===== src/rtl/intvec_pkg.sv =====
package intvec_pkg;
  localparam int NUM_FLAGS = 4;
  localparam int CODE_W    = 3;

  // positions of each condition inside a channel's pending nibble
  localparam int FLG_TX  = 0;
  localparam int FLG_EXT = 1;
  localparam int FLG_RX  = 2;
  localparam int FLG_SPC = 3;

  typedef enum logic [1:0] {
    CAUSE_TX  = 2'b00,
    CAUSE_EXT = 2'b01,
    CAUSE_RX  = 2'b10,
    CAUSE_SPC = 2'b11
  } cause_e;

  localparam logic [CODE_W-1:0] IDLE_CODE = 3'b011;
endpackage


===== src/rtl/intvec_regs.sv =====
module intvec_regs #(
  parameter int VEC_W = 8
) (
  input  logic             clk,
  input  logic             rst_n,
  input  logic             wr_en,
  input  logic             wr_addr,
  input  logic [VEC_W-1:0] wr_data,
  output logic [VEC_W-1:0] base_q,
  output logic             sav_q
);
  logic [VEC_W-1:0] base_d;
  logic             sav_d;
  logic             base_we;
  logic             ctrl_we;

  always_comb begin
    base_we = wr_en && !wr_addr;
    ctrl_we = wr_en &&  wr_addr;
    base_d  = base_we ? wr_data    : base_q;
    sav_d   = ctrl_we ? wr_data[0] : sav_q;
  end

  always_ff @(posedge clk or negedge rst_n) begin
    if (!rst_n) begin
      base_q <= '0;
      sav_q  <= 1'b0;
    end else begin
      base_q <= base_d;
      sav_q  <= sav_d;
    end
  end
endmodule


===== src/rtl/intvec_chan_prio.sv =====
module intvec_chan_prio
  import intvec_pkg::*;
(
  input  logic [NUM_FLAGS-1:0] pend,
  output logic                 hit,
  output cause_e               cause
);
  always_comb begin
    hit   = |pend;
    cause = CAUSE_EXT;
    if (pend[FLG_SPC])      cause = CAUSE_SPC;
    else if (pend[FLG_RX])  cause = CAUSE_RX;
    else if (pend[FLG_TX])  cause = CAUSE_TX;
    else if (pend[FLG_EXT]) cause = CAUSE_EXT;
  end
endmodule


===== src/rtl/intvec_prio.sv =====
module intvec_prio
  import intvec_pkg::*;
(
  input  logic [NUM_FLAGS-1:0] pend_a,
  input  logic [NUM_FLAGS-1:0] pend_b,
  output logic [CODE_W-1:0]    code
);
  localparam int NUM_CH = 2;

  logic [NUM_CH*NUM_FLAGS-1:0] pend_all;
  logic [NUM_CH-1:0]           ch_hit;
  cause_e                      ch_cause [NUM_CH];

  // slot 0 is the higher-priority channel (A)
  assign pend_all = {pend_b, pend_a};

  for (genvar ch = 0; ch < NUM_CH; ch++) begin : g_ch
    intvec_chan_prio u_chan (
      .pend  (pend_all[ch*NUM_FLAGS +: NUM_FLAGS]),
      .hit   (ch_hit[ch]),
      .cause (ch_cause[ch])
    );
  end

  always_comb begin
    code = IDLE_CODE;
    for (int ch = NUM_CH-1; ch >= 0; ch--) begin
      if (ch_hit[ch]) code = {(ch == 0), ch_cause[ch]};
    end
  end
endmodule


===== src/rtl/intvec_read.sv =====
module intvec_read
  import intvec_pkg::*;
#(
  parameter int VEC_W = 8
) (
  input  logic              clk,
  input  logic              rst_n,
  input  logic              rd_stb,
  input  logic              rd_chan_b,
  input  logic              sav,
  input  logic [VEC_W-1:0]  base,
  input  logic [CODE_W-1:0] code,
  output logic [VEC_W-1:0]  rd_data,
  output logic              rd_valid
);
  localparam int CODE_LO = 1;
  localparam int CODE_HI = CODE_LO + CODE_W - 1;

  logic [VEC_W-1:0] vec_sel;
  logic [VEC_W-1:0] data_d;
  logic             capture;

  always_comb begin
    vec_sel = base;
    if (sav) vec_sel[CODE_HI:CODE_LO] = code;
    capture = rd_stb && rd_chan_b;
    data_d  = capture ? vec_sel : rd_data;
  end

  always_ff @(posedge clk or negedge rst_n) begin
    if (!rst_n) begin
      rd_data  <= '0;
      rd_valid <= 1'b0;
    end else begin
      rd_data  <= data_d;
      rd_valid <= capture;
    end
  end
endmodule


===== src/rtl/intvec_unit.sv =====
module intvec_unit
  import intvec_pkg::*;
#(
  parameter int VEC_W = 8
) (
  input  logic                 clk,
  input  logic                 rst_n,
  input  logic                 wr_en,
  input  logic                 wr_addr,
  input  logic [VEC_W-1:0]     wr_data,
  input  logic                 rd_stb,
  input  logic                 rd_chan_b,
  input  logic [NUM_FLAGS-1:0] pend_a,
  input  logic [NUM_FLAGS-1:0] pend_b,
  output logic [VEC_W-1:0]     rd_data,
  output logic                 rd_valid
);
  logic [VEC_W-1:0]  base_q;
  logic              sav_q;
  logic [CODE_W-1:0] cause_code;

  intvec_regs #(.VEC_W(VEC_W)) u_regs (
    .clk     (clk),
    .rst_n   (rst_n),
    .wr_en   (wr_en),
    .wr_addr (wr_addr),
    .wr_data (wr_data),
    .base_q  (base_q),
    .sav_q   (sav_q)
  );

  intvec_prio u_prio (
    .pend_a (pend_a),
    .pend_b (pend_b),
    .code   (cause_code)
  );

  intvec_read #(.VEC_W(VEC_W)) u_read (
    .clk       (clk),
    .rst_n     (rst_n),
    .rd_stb    (rd_stb),
    .rd_chan_b (rd_chan_b),
    .sav       (sav_q),
    .base      (base_q),
    .code      (cause_code),
    .rd_data   (rd_data),
    .rd_valid  (rd_valid)
  );
endmodule


===== config.mk =====
export PLATFORM = sky130hd
export DESIGN_NAME = intvec_unit
export DESIGN_NICKNAME = d
export VERILOG_FILES = /design/src/rtl/intvec_pkg.sv /design/src/rtl/intvec_regs.sv /design/src/rtl/intvec_chan_prio.sv /design/src/rtl/intvec_prio.sv /design/src/rtl/intvec_read.sv /design/src/rtl/intvec_unit.sv
export SDC_FILE = /design/constraint.sdc
export NUM_CORES = 1
export LEC_CHECK = 0
export BUFFER_PORTS_ARGS = -buffer_cell sky130_fd_sc_hd__buf_4
export CORE_AREA = 3 3 47 49
export CTS_BUF_LIST = sky130_fd_sc_hd__clkbuf_8
export DETAILED_ROUTE_END_ITERATION = 10
export DIE_AREA = 0 0 50 52
export GPL_TIMING_DRIVEN = 0
export HOLD_SLACK_MARGIN = 0.1
export PLACE_DENSITY_LB_ADDON = 0.1
export REMOVE_ABC_BUFFERS = 1
export SLEW_MARGIN = 10
export SYNTH_ARGS = -nofsm -noshare
export SYNTH_HDL_FRONTEND = slang
export SYNTH_SLANG_ARGS = --single-unit
export TNS_END_PERCENT = 100

===== constraint.sdc =====
create_clock -name clk -period 1.3 [get_ports clk]
set_input_delay 0.26 -clock clk [delete_from_list [all_inputs] [get_ports clk]]
set_output_delay 0.26 -clock clk [all_outputs]
set_load 0.01 [all_outputs]

==> impl_metrics.py, run 1 <==
metrics = {
    "status": {
        "status": "complete, no violations",
    },
    "final_layout": {
        "fin_nets": 121,
        "layout_common_cells": "buf_4, dfrtp_1, nand2_1",
        "utilization_pct": 56.1,
        "diodes": 0,
        "layout_commonest_cell": "buf_4",
        "area_growth_pct": 42.7,
        "drive_gt1_share_pct": 46.9,
    },
    "placed_design": {
        "gp_congestion": 0.687,
        "preCtsSetupSlack_ps": -186,
        "place_hpwl_um": 1090,
        "portBuffers": 30,
    },
    "worst_setup_path": {
        "reg2reg_to": "u_read.rd_data[2]",
        "worstPathMaxFanout": 8,
        "worstSetupPathType": "input pin to flop",
        "r2r_slack_ps": 340,
        "crit_path_top_delay_cell": "nor2b_1",
        "crit_start": "wr_addr",
        "cpPeakStageDelay_ps": 570,
        "reg2reg_depth": 3,
        "worstPathCellList": "buf_4, nor2b_1, mux2_2",
        "timing.rr.start": "u_regs.sav_q",
        "critPathRequiredTime_ps": 1440,
        "cp-start-kind": "input pin",
        "worstSetupEndpoint": "u_regs.base_q[2]",
        "crit_arrival_ps": 1350,
        "worst_setup_path_end_kind": "flop",
    },
    "floorplan": {
        "dieWidth_um": 50,
        "io_pins": 31,
        "die_h_um": 52,
        "die_area_um2": 2600,
        "start_util_pct": 39.3,
        "coreArea_um2": 1900,
        "rows": 16,
    },
    "timing": {
        "whs_ps": 237,
        "grt_setup_unrepaired": "no",
        "worstMarginPinSlew_ps": 733,
        "tns_ps": 0,
        "setup_ws_ps": 88.4,
        "slew_headroom_pct": 51.0,
        "post-route-period-util_pct": 93.2,
        "period_minus_slack_ps": 1210,
        "maxSlewViolCount": 0,
        "fmax_mhz": 825,
        "setup_violations": 0,
        "hold_violations": 0,
        "skew_ps": 2.36,
    },
    "global_route": {
        "grt_pass1_wl_um": 2690,
        "grt_max_degree": 19,
        "grt_overflow": 0,
        "antenna_found_initial": 0,
        "first_global_vias": 598,
        "grt_use_total_pct": 13.8,
    },
    "cts": {
        "clockBufferDepth": 2,
        "clk_pin_slew_worst_paths_ps": 70,
        "cts_tree": "yes",
        "cts.sinks": 18,
        "htreeDepth": 1,
        "insertion_delay_ps": 250,
        "post_cts.repair.setup_buffers": 0,
        "cts-resized-gates": 0,
        "cts_inserted_buffers": 3,
        "cts_root_buf": "clkbuf_8",
        "cts_hold_buffers": 1,
    },
    "yosys": {
        "synthSimpleGateAreaFrac_pct": 16.9,
        "synth_area_leaders": "dfrtp_1, mux2_2, nand2_1, nor2_1, o221ai_1",
        "synth-xor-area-share_pct": 0,
        "synthMuxAreaShare_pct": 13.6,
        "yosysUniqueCellTypes": 17,
        "avgSynthCellArea_um2": 11.7,
        "synth_top_family_by_area": "simple AND/OR/NAND/NOR gates",
        "yosysWarnings": 0,
        "yosys.area.top_type_share_pct": 60.3,
        "synthAdderAreaFrac_pct": 0,
        "synth_compound_area_share_pct": 8.04,
        "ys_seq_elements": 18,
        "yosysSeqAreaShare_pct": 60.3,
        "synth_top_area_cell": "dfrtp_1",
        "netlist_area_um2": 747,
        "synthCells": 64,
    },
    "route": {
        "wirelength_um": 1410,
        "drc": 0,
        "vias": 572,
        "antenna_left": 0,
        "wl_per_cell_um": 11.3,
        "first_iter_violations": 4,
        "via_per_inst": 4.58,
        "drtPass1Iterations": 3,
    },
    "worst_hold_path": {
        "hold_class": "input pin to flop",
    },
    "power": {
        "irDropWorstVdd_mv": 0.579,
        "p_leak_nw": 0.518,
        "power_density_nw_per_um2": 1340,
    },
    "job": {
        "cap_violations": 0,
    },
}
[layer usage]
metal / share of wire [%] / global-route usage [%]
met5: 0 / 0
met4: 0.57 / 8.29
met3: 5.6 / 3.15
met2: 50 / 21.1
met1: 44 / 17.6
[cells in the mapped netlist]
library cell	n
o221ai_1	2
clkinv_1	1
nor2b_1	1
dfrtp_1	18
nor4_2	1
a211oi_1	1
nand2b_1	2
nor2_1	5
nand2_2	1
o311ai_1	1
mux2_2	9
buf_2	1
nand2_1	17
or3_1	1
a21o_1	1
o211ai_2	1
a31oi_1	1
[how the worst min path moves through the flow]
stage	startpoint	endpoint	slack (ps)	cells after the start
global route	wr_data[6]	u_regs.base_q[6]	220	2
CTS	wr_data[5]	u_regs.base_q[5]	230	2
detailed placement	rst_n	u_read.rd_data[3]	140	1
floorplan	rst_n	u_read.rd_data[0]	-40	0
finish	wr_data[6]	u_regs.base_q[6]	240	2
global placement	rst_n	u_read.rd_data[3]	140	1
[state kept, by name, summed over array words and instances (netlist names)]
register / cells
u_read.rd_valid: 1
u_regs.sav_q: 1
u_read.rd_data: 8
u_regs.base_q: 8
[power breakdown]
group | leakage [nW] | total [W] | internal [W] | switching [W]
Clock | 0.0288 | 0.000447 | 0.000269 | 0.000178
Combinational | 0.273 | 0.000283 | 0.000167 | 0.000116
Sequential | 0.216 | 0.000697 | 0.000648 | 0.0000490
[layout make-up]
type | instances | area (µm²)
fillers | 189 | 836
flip-flops and latches | 18 | 450
multi-input cells | 44 | 288
repair buffers | 31 | 235
clock buffers | 4 | 55.1
well taps | 27 | 33.8
inverters | 1 | 3.75
[cell families (layout without fill, tap and decap cells)]
family / after synthesis / count (layout)
mux: 9 / 9
simple gates: 28 / 28
compound gates: 7 / 7
buf+inv: 2 / 36
flops: 18 / 18
[metrics by stage]
stage	cell area [µm²]	cells	power [W]
final	1070	125	0.00143
after global routing	1070	125	0.00154
after CTS	1070	125	0.00146
after detailed placement	1000	120	0.000996
after global placement	1000	120	0.000990
after floorplan	742	63	0.000833
[worst max-delay path, delay by kind of cell]
family | cells | cell delay, ps
AND/OR/NAND/NOR | 1 | 570
buffers and inverters | 1 | 110
multiplexers | 1 | 410
No activity file was read; power rests on OpenSTA's default activity.
==> run 2, diff against run 1 <==
--- a/config.mk
+++ b/config.mk
@@ -14,6 +14,7 @@
 export HOLD_SLACK_MARGIN = 0.1
 export PLACE_DENSITY_LB_ADDON = 0.1
 export REMOVE_ABC_BUFFERS = 1
+export SETUP_SLACK_MARGIN = 0.1
 export SLEW_MARGIN = 10
 export SYNTH_ARGS = -nofsm -noshare
 export SYNTH_HDL_FRONTEND = slang
==> impl_metrics.py, run 2 (synthesis results as in run 1) <==
metrics = {
    "status": {
        "status": "complete, no violations",
    },
    "final_layout": {
        "diodes": 0,
        "fin_nets": 121,
        "area_growth_pct": 43.0,
        "layout_common_cells": "buf_4, dfrtp_1, nand2_1",
        "utilization_pct": 56.2,
        "drive_gt1_share_pct": 48.0,
        "finalNonFillerCells": 125,
        "layout_commonest_cell": "buf_4",
        "top_regs": "u_read.rd_data x8, u_regs.base_q x8",
        "fill_cells": 190,
    },
    "route": {
        "antenna_left": 0,
        "wirelength_um": 1430,
        "met3_length_um": 74,
        "wl_per_cell_um": 11.4,
        "highest_layer": "met4",
        "drc": 0,
        "wl_met1_um": 626,
        "wl_met2_um": 716,
        "vias": 575,
        "drtPass1Iterations": 3,
        "via_per_inst": 4.60,
        "first_iter_violations": 2,
    },
    "timing": {
        "slew_headroom_pct": 71.2,
        "post-route-period-util_pct": 79.8,
        "whs_ps": 237,
        "grt_setup_unrepaired": "no",
        "fmax_mhz": 963,
        "hold_violations": 0,
        "maxSlewViolCount": 0,
        "period_minus_slack_ps": 1040,
        "worstMarginPinSlew_ps": 431,
        "setup_violations": 0,
        "skew_ps": 2.53,
        "setup_ws_ps": 262,
    },
    "worst_setup_path": {
        "reg2reg_to": "u_read.rd_data[2]",
        "r2r_slack_ps": 340,
        "crit_path_top_delay_cell": "dfrtp_1",
        "worstPathCellList": "buf_4",
        "worst_setup_path_end_kind": "output pin",
        "crit_start": "u_read.rd_data[1]",
        "critPathRequiredTime_ps": 1040,
        "cp-start-kind": "flop",
        "worstPathMaxFanout": 2,
        "cp.depth": 1,
        "path_buf_inv": 1,
        "reg2reg_depth": 3,
        "timing.rr.start": "u_regs.sav_q",
        "worstSetupPathType": "flop to output pin",
        "cpPeakStageDelay_ps": 380,
        "crit_arrival_ps": 780,
        "path_delay_family": "flip-flops",
    },
    "worst_hold_path": {
        "hold_depth": 2,
        "hp-start": "wr_data[6]",
        "hold_class": "input pin to flop",
        "worstHoldEndpoint": "u_regs.base_q[6]",
    },
    "floorplan": {
        "io_pins": 31,
        "rows": 16,
        "dieWidth_um": 50,
        "die_h_um": 52,
        "die_area_um2": 2600,
        "coreArea_um2": 1900,
        "start_util_pct": 39.3,
    },
    "cts": {
        "post_cts.repair.setup_buffers": 0,
        "cts_root_buf": "clkbuf_8",
        "cts_tree": "yes",
        "cts_inserted_buffers": 3,
        "htreeDepth": 1,
        "cts.sinks": 18,
        "clk_pin_slew_worst_paths_ps": 70,
        "insertion_delay_ps": 250,
        "clockBufferDepth": 2,
    },
    "power": {
        "irDropWorstVdd_mv": 0.604,
        "power_density_nw_per_um2": 1340,
        "p_leak_nw": 0.519,
    },
    "placed_design": {
        "portBuffers": 30,
        "preCtsSetupSlack_ps": -186,
        "place_hpwl_um": 1090,
        "gp_congestion": 0.687,
        "dp_cells": 120,
    },
    "global_route": {
        "antenna_found_initial": 0,
        "grt_overflow": 0,
        "grt_max_degree": 19,
        "first_global_vias": 598,
        "grt_pass1_wl_um": 2690,
        "grt_use_total_pct": 13.8,
    },
    "job": {
        "cap_violations": 0,
    },
}
==> run 2: cell types whose count changed in the layout (fill, tap and decap cells not counted) <==
cell	previous run	this run
nor2b_2	0	1
nor2b_1	1	0
==> run 2: area by class of cell <==
| type | instances | area (µm²) | share of cell area [%] |
|---|---|---|---|
| Clock buffer | 4 | 55.1 | 5.15 |
| Inverter | 1 | 3.75 | 0.351 |
| Multi-Input combinational cell | 44 | 290 | 27.2 |
| Sequential cell | 18 | 450 | 42.2 |
| Tap cell | 27 | 33.8 | 3.16 |
| Timing Repair Buffer | 31 | 235 | 22.0 |
==> run 2: metal layers <==
metal	global-route usage, %	vias up
met5	0	-
li1	-	290
met4	8.29	0
met3	3.15	2
met2	21.1	16
met1	17.6	267
==> run 2: worst max-delay path by stage <==
stage / end / slack [ps]
2_1_floorplan: u_regs.base_q[0] / 120
3_3_place_gp: u_regs.base_q[4] / -190
3_5_place_dp: u_regs.base_q[2] / -190
4_1_cts: rd_data[1] / 250
5_1_grt: rd_data[1] / 220
6_report: rd_data[1] / 260
==> run 2: per-stage QoR <==
step | setup TNS (ps) | area (µm²) | total power (W)
finish | 0 | 1070 | 0.00143
global route | 0 | 1070 | 0.00154
CTS | 0 | 1070 | 0.00146
detailed placement | -1440 | 1000 | 0.000996
global placement | -1520 | 1000 | 0.000990
floorplan | 0 | 742 | 0.000833
==> run 2: report_power, final <==
part           switching, W  internal [W]  leakage (nW)
Clock              0.000178      0.000269        0.0288
Combinational      0.000117      0.000167         0.274
Sequential        0.0000490      0.000648         0.216
==> run 2: timing repair <==
item,in CTS,in global routing
resized for setup,1,0
endpoints found under the hold margin,18,0
hold buffers,1,0
endpoints found under the setup margin,8,0
==> run 3, diff against run 2 <==
==> constraint.sdc (replaced) <==
create_clock -name clk -period 1 [get_ports clk]
set_input_delay 0.2 -clock clk [delete_from_list [all_inputs] [get_ports clk]]
set_output_delay 0.2 -clock clk [all_outputs]
set_load 0.01 [all_outputs]
==> impl_metrics.py, run 3 (synthesis results as in run 1) <==
metrics = {
    "final_layout": {
        "layout_commonest_cell": "buf_4",
        "top_regs": "u_read.rd_data x8, u_regs.base_q x8",
        "fin_area_um2": 1180,
        "layout_common_cells": "buf_4, nand2_1, dfrtp_1",
        "utilization_pct": 61.9,
        "fin_nets": 126,
        "drive_gt1_share_pct": 57.3,
        "diodes": 0,
        "area_growth_pct": 57.6,
    },
    "worst_setup_path": {
        "crit_path_top_delay_cell": "dfrtp_1",
        "path_buf_inv": 1,
        "path_delay_family": "flip-flops",
        "critPathRequiredTime_ps": 800,
        "r2r_slack_ps": 90,
        "worst_setup_path_end_kind": "output pin",
        "worstPathMaxFanout": 2,
        "crit_start": "u_read.rd_data[1]",
        "crit_arrival_ps": 770,
        "timing.rr.start": "u_regs.sav_q",
        "reg2reg_depth": 3,
        "cp-start-kind": "flop",
        "cp.depth": 1,
        "worstSetupPathType": "flop to output pin",
        "reg2reg_to": "u_read.rd_data[2]",
        "worstSetupEndpoint": "rd_data[1]",
        "worstPathCellList": "buf_6",
        "cpPeakStageDelay_ps": 390,
    },
    "placed_design": {
        "place_hpwl_um": 1090,
        "place_area_um2": 1000,
        "gp_congestion": 0.687,
        "preCtsSetupSlack_ps": -426,
        "portBuffers": 30,
    },
    "global_route": {
        "grt_overflow": 0,
        "antenna_found_initial": 0,
        "grt_max_degree": 19,
        "first_global_vias": 598,
        "grt_use_total_pct": 14.2,
        "grt_pass1_wl_um": 2750,
    },
    "timing": {
        "setup_ws_ps": 31.5,
        "maxSlewViolCount": 0,
        "slew_headroom_pct": 78.3,
        "grt_setup_unrepaired": "yes",
        "period_minus_slack_ps": 969,
        "post-route-period-util_pct": 96.9,
        "skew_ps": 1.51,
        "worstMarginPinSlew_ps": 323,
        "hold_violations": 0,
        "fmax_mhz": 1030,
        "setup_violations": 0,
    },
    "cts": {
        "cts_root_buf": "clkbuf_8",
        "clockBufferDepth": 2,
        "cts.sinks": 18,
        "cts_inserted_buffers": 3,
        "cts_tree": "yes",
        "htreeDepth": 1,
        "clk_pin_slew_worst_paths_ps": 70,
        "insertion_delay_ps": 250,
    },
    "floorplan": {
        "dieWidth_um": 50,
        "coreArea_um2": 1900,
        "die_area_um2": 2600,
        "rows": 16,
        "io_pins": 31,
        "start_util_pct": 39.3,
        "die_h_um": 52,
    },
    "route": {
        "wirelength_um": 1490,
        "antenna_left": 0,
        "drc": 0,
        "vias": 596,
        "via_per_inst": 4.58,
        "first_iter_violations": 3,
        "drtPass1Iterations": 3,
        "wl_per_cell_um": 11.5,
    },
    "worst_hold_path": {
        "hold_class": "input pin to flop",
    },
    "power": {
        "irDropWorstVdd_mv": 0.799,
        "power_density_nw_per_um2": 1690,
        "p_leak_nw": 0.562,
        "p_total_w": 0.00199,
    },
    "status": {
        "status": "complete, no violations",
    },
    "job": {
        "cap_violations": 0,
    },
}
## run 3: cell count changes in the layout (fill, tap and decap cells not counted), sizes merged
cell / change
buf: +5
clkinv: -1
clkinvlp: +1
## run 3: how the worst min path moves through the flow
| stage | startpoint | to | depth (start not counted) |
|---|---|---|---|
| finish | wr_data[6] | u_regs.base_q[6] | 2 |
| global route | wr_data[6] | u_regs.base_q[6] | 2 |
| global placement | rst_n | u_read.rd_data[3] | 1 |
| CTS | wr_data[5] | u_regs.base_q[5] | 2 |
| detailed placement | rst_n | u_read.rd_data[3] | 1 |
| floorplan | rst_n | u_read.rd_data[0] | 0 |
## run 3: final cells by class
| class | instances | area [µm²] |
|---|---|---|
| clock buffer | 4 | 55.1 |
| fill | 173 | 724 |
| inverter | 1 | 7.51 |
| multi-input combinational | 44 | 323 |
| sequential | 18 | 452 |
| tap | 27 | 33.8 |
| timing repair buffer | 36 | 307 |
## run 3: per-stage QoR
step,TNS [ps],hold WS (ps),instances
after global routing,-31.7,164,130
final,0,178,130
after floorplan,-996,-95.6,63
after detailed placement,-4050,84.3,120
after global placement,-4200,79.6,120
after CTS,0,171,128
## run 3: worst register-to-register path: stages (launching register included)
cell	delay, ps
dfrtp_2	460
nand2b_1	90
o221ai_2	140
o211ai_2	100
## run 3: where the power goes
part	internal, W	leakage, nW	switching [W]
logic	0.000310	0.318	0.000168
clock network	0.000349	0.0288	0.000232
registers	0.000845	0.215	0.0000855
## run 3: repair_timing
action / CTS / global route
gates resized for setup: 14 / 4
endpoints found under the hold margin: 18 / 0
buffers inserted: 3 / 2
setup endpoints to repair: 19 / 17
hold buffers: 1 / 0
pin swaps: 1 / 1
## run 3: layer usage
metal | routed length, µm | up-vias | GRT usage, %
li1 | - | 298 | -
met1 | 642 | 280 | 17.8
met2 | 775 | 16 | 22.6
met3 | 64 | 2 | 2.58
met4 | 8 | 0 | 8.29
met5 | 0 | - | 0
